===== config.mk =====
export PLATFORM = sky130hd
export DESIGN_NAME = uart_irq_ident
export DESIGN_NICKNAME = d
export VERILOG_FILES = /design/src/rtl/uart_irq_pkg.sv /design/src/rtl/uart_irq_enable_reg.sv /design/src/rtl/uart_irq_sticky_bit.sv /design/src/rtl/uart_irq_prio.sv /design/src/rtl/uart_irq_ident.sv
export SDC_FILE = /design/constraint.sdc
export NUM_CORES = 1
export LEC_CHECK = 0
export ABC_AREA = 1
export BUFFER_PORTS_ARGS = -buffer_cell sky130_fd_sc_hd__buf_2
export CORE_UTILIZATION = 45
export DETAILED_ROUTE_END_ITERATION = 8
export GPL_ROUTABILITY_DRIVEN = 1
export HOLD_SLACK_MARGIN = 0.06
export PLACE_DENSITY = 0.77
export SYNTH_ARGS = -nofsm -noshare
export SYNTH_HDL_FRONTEND = slang
export SYNTH_HIERARCHICAL = 1
export SYNTH_SLANG_ARGS = --single-unit

===== constraint.sdc =====
create_clock -name clk -period 1.4 [get_ports clk]
set_input_delay 0.28 -clock clk [delete_from_list [all_inputs] [get_ports clk]]
set_output_delay 0.28 -clock clk [all_outputs]
set_load 0.05 [all_outputs]

===== src/rtl/uart_irq_pkg.sv =====
package uart_irq_pkg;

  localparam int NUM_SRC = 4;
  localparam int SEL_W   = $clog2(NUM_SRC);

  // Index is the priority rank: 0 is the highest.
  typedef enum logic [1:0] {
    SRC_LINE  = 2'd0,
    SRC_RXRDY = 2'd1,
    SRC_TXE   = 2'd2,
    SRC_MODEM = 2'd3
  } irq_src_e;

  localparam logic [3:0] CODE_IDLE = 4'b0001;

  function automatic logic [3:0] src_code(input logic [SEL_W-1:0] sel);
    case (sel)
      2'd0:    src_code = 4'b0110;
      2'd1:    src_code = 4'b0100;
      2'd2:    src_code = 4'b0010;
      default: src_code = 4'b0000;
    endcase
  endfunction

  // Reorder the enable bits (rx, tx, line, modem) into priority rank order.
  function automatic logic [NUM_SRC-1:0] en_by_rank(input logic [3:0] ier);
    en_by_rank = {ier[3], ier[1], ier[0], ier[2]};
  endfunction

  // A source is sticky unless it follows a level.
  function automatic bit is_sticky(input int idx);
    is_sticky = (idx != int'(SRC_RXRDY));
  endfunction

endpackage


===== src/rtl/uart_irq_enable_reg.sv =====
module uart_irq_enable_reg #(
  parameter int DATA_W = 8,
  parameter int EN_W   = 4
) (
  input  logic              clk,
  input  logic              rst_n,
  input  logic              wr,
  input  logic [DATA_W-1:0] wdata,
  output logic [EN_W-1:0]   ier
);
  always_ff @(posedge clk) begin
    if (!rst_n)  ier <= '0;
    else if (wr) ier <= wdata[EN_W-1:0];
  end
endmodule


===== src/rtl/uart_irq_sticky_bit.sv =====
module uart_irq_sticky_bit (
  input  logic clk,
  input  logic rst_n,
  input  logic set,
  input  logic clr,
  output logic q
);
  // A set in the same cycle as a clear wins.
  always_ff @(posedge clk) begin
    if (!rst_n)   q <= 1'b0;
    else if (set) q <= 1'b1;
    else if (clr) q <= 1'b0;
  end
endmodule


===== src/rtl/uart_irq_prio.sv =====
module uart_irq_prio
  import uart_irq_pkg::*;
#(
  parameter int N = NUM_SRC
) (
  input  logic [N-1:0]         req,
  output logic                 valid,
  output logic [$clog2(N)-1:0] sel,
  output logic [3:0]           code
);
  always_comb begin
    valid = 1'b0;
    sel   = '0;
    for (int i = N - 1; i >= 0; i--) begin
      if (req[i]) begin
        valid = 1'b1;
        sel   = i[$clog2(N)-1:0];
      end
    end
    code = valid ? src_code(sel) : CODE_IDLE;
  end
endmodule


===== src/rtl/uart_irq_ident.sv =====
module uart_irq_ident
  import uart_irq_pkg::*;
#(
  parameter int DATA_W = 8,
  parameter int EN_W   = 4
) (
  input  logic              clk,
  input  logic              rst_n,
  input  logic              wr_en,
  input  logic              rd_en,
  input  logic              addr,
  input  logic [DATA_W-1:0] wdata,
  output logic [DATA_W-1:0] rdata,
  input  logic              line_evt,
  input  logic              rx_full,
  input  logic              tx_empty,
  input  logic              modem_evt,
  output logic              irq
);
  localparam logic ADDR_IER  = 1'b0;
  localparam logic ADDR_STAT = 1'b1;

  logic [EN_W-1:0]    ier;
  logic               tx_prev_q;
  logic               tx_rise;
  logic [NUM_SRC-1:0] set_vec;
  logic [NUM_SRC-1:0] clr_vec;
  logic [NUM_SRC-1:0] pend_vec;
  logic [NUM_SRC-1:0] masked;
  logic               stat_rd;
  logic               any_pend;
  logic [SEL_W-1:0]   sel;
  logic [3:0]         stat_code;

  uart_irq_enable_reg #(.DATA_W(DATA_W), .EN_W(EN_W)) u_ier (
    .clk(clk), .rst_n(rst_n), .wr(wr_en && addr == ADDR_IER),
    .wdata(wdata), .ier(ier)
  );

  always_ff @(posedge clk) begin
    if (!rst_n) tx_prev_q <= 1'b0;
    else        tx_prev_q <= tx_empty;
  end

  assign tx_rise = tx_empty && !tx_prev_q;
  assign stat_rd = rd_en && addr == ADDR_STAT;
  assign set_vec = {modem_evt, tx_rise, 1'b0, line_evt};

  for (genvar i = 0; i < NUM_SRC; i++) begin : g_src
    assign clr_vec[i] = stat_rd && any_pend && sel == i[SEL_W-1:0];
    if (is_sticky(i)) begin : g_sticky
      uart_irq_sticky_bit u_bit (
        .clk(clk), .rst_n(rst_n), .set(set_vec[i]), .clr(clr_vec[i]),
        .q(pend_vec[i])
      );
    end else begin : g_level
      assign pend_vec[i] = rx_full;
    end
  end

  assign masked = pend_vec & en_by_rank(ier);

  uart_irq_prio #(.N(NUM_SRC)) u_prio (
    .req(masked), .valid(any_pend), .sel(sel), .code(stat_code)
  );

  always_comb begin
    rdata = '0;
    if (addr == ADDR_IER) rdata[EN_W-1:0] = ier;
    else                  rdata[3:0]      = stat_code;
  end

  assign irq = any_pend;
endmodule


# Yosys cells after proc, flatten, opt, wreduce, memory -nomap -nowiden
# Index checks and enable logic that the tools add are counted.
# Widths: inputs -> output; s select.
dict set report totals {
  reg_bits 8
  in_bits 17
  output_inout_bits 9
  elab_cells 39
}
dict set report op_classes {
  n_eq_ne 3
  n_mux 17
  bitwise_logic 2
  n_reduce_logical 12
}
# op n
set op_table {}
lappend op_table {{$mux 1} 10}
lappend op_table {{$pmux 3 s3} 1}
lappend op_table {{$mux 2} 4}
lappend op_table {{$logic_and 1x1->1} 7}
lappend op_table {{$reduce_bool 2->1} 3}
lappend op_table {{$and 4x4->4} 1}
lappend op_table {{$eq 2x2->1 const B} 2}
lappend op_table {{$mux 4} 1}
lappend op_table {{$mux 3} 1}
lappend op_table {{$eq 2x1->1 const B} 1}
lappend op_table {{$logic_not 2->1} 1}
lappend op_table {{$logic_not 1->1} 1}
lappend op_table {{$not 1->1} 1}

# Longest topological paths before layout
dict set report depth {
  depth_word 9
  ltp_mapped 13
  ltp_nobuf 13
}

# Cells and area by module
# The synthesis kept the hierarchy.
# mod instances cells_per_inst area_per_inst_um2 seq_area_each_um2
set by_module_without_submodules {}
lappend by_module_without_submodules {uart_irq_ident 1 42 222.7 20.0}
lappend by_module_without_submodules {uart_irq_enable_reg 1 25 166.4 80.1}
lappend by_module_without_submodules {uart_irq_sticky_bit 3 6 43.8 20.0}
lappend by_module_without_submodules {uart_irq_prio 1 16 72.6 0.0}

# Worst setup path after synthesis
# Ideal clock, no wire load.
dict set report synth_path {
  kind {register -> output}
  start {register u_ier.ier[1]}
  end {output rdata[0]}
  arrival_ns 1.493
  required_ns 1.120
  slack_ns -0.373
  stages_incl_launch_ff 8
  n_path_buf 0
  cell_sequence {dfxtp_1 > nand2_1 > inv_1 > nor2_2 > nand3_2 > inv_1 > nand2_1 > o21ai_1}
}
dict set report synth_between {
  elab_chain_len 6
}
# element line_no
set synth_lines {}
lappend synth_lines {{start: declaration} uart_irq_enable_reg.sv:9} ;# output logic [EN_W-1:0] ier
lappend synth_lines {{start signal: assignment} uart_irq_enable_reg.sv:13} ;# else if (wr) ier <= wdata[EN_W-1:0];
lappend synth_lines {{$and 4x4->4} uart_irq_ident.sv:61} ;# assign masked = pend_vec & en_by_rank(ier);
lappend synth_lines {{via masked[2]} uart_irq_ident.sv:29} ;# logic [NUM_SRC-1:0] masked;
lappend synth_lines {{$mux 1 (3 in a row)} uart_irq_prio.sv:15} ;# if (req[i]) begin
lappend synth_lines {{via irq} uart_irq_ident.sv:18} ;# output logic irq
lappend synth_lines {{$mux 3} uart_irq_prio.sv:20} ;# code = valid ? src_code(sel) : CODE_IDLE;
lappend synth_lines {{via stat_code[0]} uart_irq_ident.sv:33} ;# logic [3:0] stat_code;
lappend synth_lines {{$mux 4} uart_irq_ident.sv:69} ;# if (addr == ADDR_IER) rdata[EN_W-1:0] = ier;
lappend synth_lines {{end: declaration} uart_irq_ident.sv:13} ;# output logic [DATA_W-1:0] rdata,
# The timed path passes the listed nets, and every way through them passes these cells.

# Worst setup path in the final report
dict set report layout_path {
  start {register g_src[2].g_sticky.u_bit.q}
  end {output rdata[1]}
}
dict set report layout_between {
  elab_chain_len 8
  elab_cells_between_ends 13
  classes_between {2 x eq/ne; 9 x mux; 1 x bitwise; 1 x reduce/logical}
}
# element line_no
set layout_lines {}
lappend layout_lines {{start: declaration} uart_irq_sticky_bit.sv:6} ;# output logic q
lappend layout_lines {{start signal: assignment} uart_irq_sticky_bit.sv:10} ;# if (!rst_n) q <= 1'b0;
lappend layout_lines {{start signal: assignment} uart_irq_sticky_bit.sv:11} ;# else if (set) q <= 1'b1;
lappend layout_lines {{start signal: assignment} uart_irq_sticky_bit.sv:12} ;# else if (clr) q <= 1'b0;
lappend layout_lines {{$and 4x4->4 *} uart_irq_ident.sv:61}
lappend layout_lines {{via masked[2]} uart_irq_ident.sv:29}
lappend layout_lines {{$mux 2 (3 in a row)} uart_irq_prio.sv:15}
lappend layout_lines {{$eq 2x2->1, or another cell as far along} uart_irq_pkg.sv:17} ;# case (sel)
lappend layout_lines {{$pmux 3 s3} uart_irq_pkg.sv:17}
lappend layout_lines {{$mux 3 *} uart_irq_prio.sv:20}
lappend layout_lines {{via stat_code[1]} uart_irq_ident.sv:33}
lappend layout_lines {{$mux 4 *} uart_irq_ident.sv:69}
# The timed path passes the listed nets; every way through them passes the cells marked *.

==> impl_metrics.ini <==
[power]
p_seq_share_pct = 36.6
p_total_mw = 0.6976
swShare_pct = 35.79
power_switching_mw = 0.2497
total_leakage_power_nw = 0.4905
vdd.ir_drop.worst_mv = 0.5959
comb_power_share_pct = 38.2
p_int_mw = 0.4479
clkPwrFrac_pct = 25.2
power_density_mw_per_mm2 = 833.3

[setup_path]
cp_max_fo = 2
reg2reg_from = g_src[3].g_sticky.u_bit/q
rrSetupSlack_ns = -0.11
reg2reg_to = g_src[2].g_sticky.u_bit/q
cp_data_arrival_time_ns = 1.33
cp-start-kind = flip-flop
reg2reg_depth = 15
end_kind = output port
crit_type = flip-flop to output port
required_ns = 1.12
crit_start = g_src[2].g_sticky.u_bit/q
cp-endpoint = rdata[1]

[floorplan]
core_mm2 = 0.001171
die_height_um = 38.31
initial_core_util_pct = 50.64
row_count = 12
io_pins = 26
die_area_mm2 = 0.001467
die-width_um = 38.31

[routing]
vias_per_cell = 4.169
firstDrtPassIters = 5
drtIter0Drc = 3
drc = 0
wl_per_cell_um = 8.507
routed_wl_um = 1208
final_antenna_net_count = 0
vias = 592

[grt]
grt_pass1_wl_um = 1952
grt_max_degree = 11
track_usage_pct = 19.44
grt_overflow_total = 0
grt_antenna_before_repair = 0
grt_pass1_vias = 508

[clock_tree]
cts_inserted_buffers = 3
clockRootBuffer = clkbuf_4
clkLatencyLatePin_ns = 0.25
cts_tree = yes
h-tree-depth = 1
ctsHoldBuffers = 0
cts.sinks = 8
clk_pin_slew_ns = 0.06
cts_max_path_buffers = 2

[synthesis]
syn_inst = 101
synthesis.area_um2 = 593.1
ys_types = 13
yosysSeqAreaShare_pct = 27.00
avgSynthCellArea_um2 = 5.872
yosys_warnings = 6
ys_seq_elements = 8

[sta]
slew_viol_final = 0
period_share_pct = 114.7
fmax_mhz = 622.7
min_period_ns = 1.606
setup_viol = 6
fin_skew_ns = 0.001660
rsz0062_at_grt = true
setup_ws_ns = -0.2060
finalHoldViolations = 0

[final_layout]
antenna_cells = 0
area_delta_synth_final_pct = 41.14
fin_cells = 142
final_nets = 147
drive_gt1_share_pct = 46.09

[place]
hpwl_um = 818.7
place.gp.congestion = 0.7077
port-buffer-count = 17
dp.cells = 135

[outcome]
status = complete, but fails checks
violations = setup timing

[flow_run]
drv_cap = 0

[hold_path]
hp-class = input pin to flip-flop
==> area by class of cell <==
class	count	area, um2
Multi-Input combinational cell	57	309.0
Fill cell	110	334.1
Tap cell	14	17.52
Sequential cell	8	168.9
Timing Repair Buffer	28	198.9
Clock buffer	3	22.52
Inverter	32	120.1
==> critical path, stage by stage (launching register included) <==
cell     delay (ns)
dfxtp_2        0.34
nand2_2        0.06
inv_2          0.07
inv_2          0.04
nand2_2        0.04
nand2_1        0.04
nand2_1        0.07
nand2_1        0.05
inv_1          0.06
nand2_2        0.07
o21ai_4        0.07
buf_6          0.17
==> flip-flops by register name (all words and copies together), names as in the netlist <==
signal	flops
g_src.g_sticky.u_bit/q	3
tx_prev_q	1
u_ier/ier	4
==> synth_stat cells (all sizes together) <==
| master | n | share of area [%] |
|---|---|---|
| inv | 32 | 20 |
| nand2 | 28 | 18 |
| nor2 | 15 | 11 |
| dfxtp | 8 | 27 |
| buf | 7 | 10 |
| o21ai | 4 | 3.4 |
| a21oi | 3 | 4.4 |
| conb | 2 | 1.3 |
| nand3 | 2 | 4.6 |
==> power by group through the flow <==
stage / logic, mW / registers (mW) / clock network (mW)
after floorplan: 0.181 / 0.255 / 0
after global placement: 0.223 / 0.255 / 0
after detailed placement: 0.228 / 0.256 / 0
after CTS: 0.252 / 0.254 / 0.183
after global routing: 0.289 / 0.257 / 0.189
final: 0.266 / 0.255 / 0.176
==> metrics by stage <==
stage               cell area (um2)  setup TNS [ns]  hold WS (ns)  util, %  setup slack (ns)
finish                        837.1         -0.6549        0.2183    71.47           -0.2060
global route                  837.1          -1.300        0.2273    71.47           -0.3034
CTS                           810.8         -0.6431        0.2136    69.23           -0.2128
detailed placement            729.5         -0.1076        0.4626    62.29          -0.08199
global placement              729.5        -0.06325        0.4588    62.29          -0.05701
floorplan                     634.4        -0.04099        0.3735        -          -0.01664
==> timing repair <==
action / in CTS / in global routing
cloned: 0 / 0
pin swaps: 4 / 2
setup buffers: 3 / 1
resized for setup: 18 / 7
endpoints found under the setup margin: 4 / 8
==> layout by cell type (no fill, tap or decap) <==
master / count
nand2_1: 24
conb_1: 5
buf_8: 1
nand3_4: 2
nor2_2: 3
a21oi_2: 3
o21ai_4: 2
nand2_2: 4
nor2_1: 11
dfxtp_2: 7
dfxtp_1: 1
inv_2: 6
buf_4: 11
buf_6: 3
inv_1: 26
clkbuf_4: 4
o21ai_1: 2
nor2_4: 1
buf_2: 12
==> worst min-delay path by stage <==
| stage | to | cells after the start | slack (ns) | from |
|---|---|---|---|---|
| 6_report | tx_prev_q | 3 | 0.22 | tx_empty |
| 5_1_grt | tx_prev_q | 3 | 0.23 | tx_empty |
| 4_1_cts | tx_prev_q | 3 | 0.21 | tx_empty |
| 3_5_place_dp | g_src[3].g_sticky.u_bit/q | 2 | 0.46 | g_src[3].g_sticky.u_bit/q |
| 3_3_place_gp | g_src[3].g_sticky.u_bit/q | 2 | 0.46 | g_src[3].g_sticky.u_bit/q |
| 2_1_floorplan | tx_prev_q | 2 | 0.37 | tx_empty |
==> logic make-up after synthesis <==
| logic type | synth area share, % |
|---|---|
| other | 1.266 |
| AND/OR/NAND/NOR | 33.54 |
| buffers and inverters | 30.38 |
| AO/OA/AOI/OAI | 7.807 |
| flip-flops | 27.00 |
==> per-layer routing <==
metal | routed length [um] | vias to the layer above | global-route usage (%)
met5 | 0 | - | 0
met1 | 503 | 251 | 20.14
met4 | 0 | 0 | 10.71
met3 | 36 | 0 | 1.744
li1 | - | 324 | -
met2 | 668 | 17 | 37.29
(Power assumes the default switching activity.)
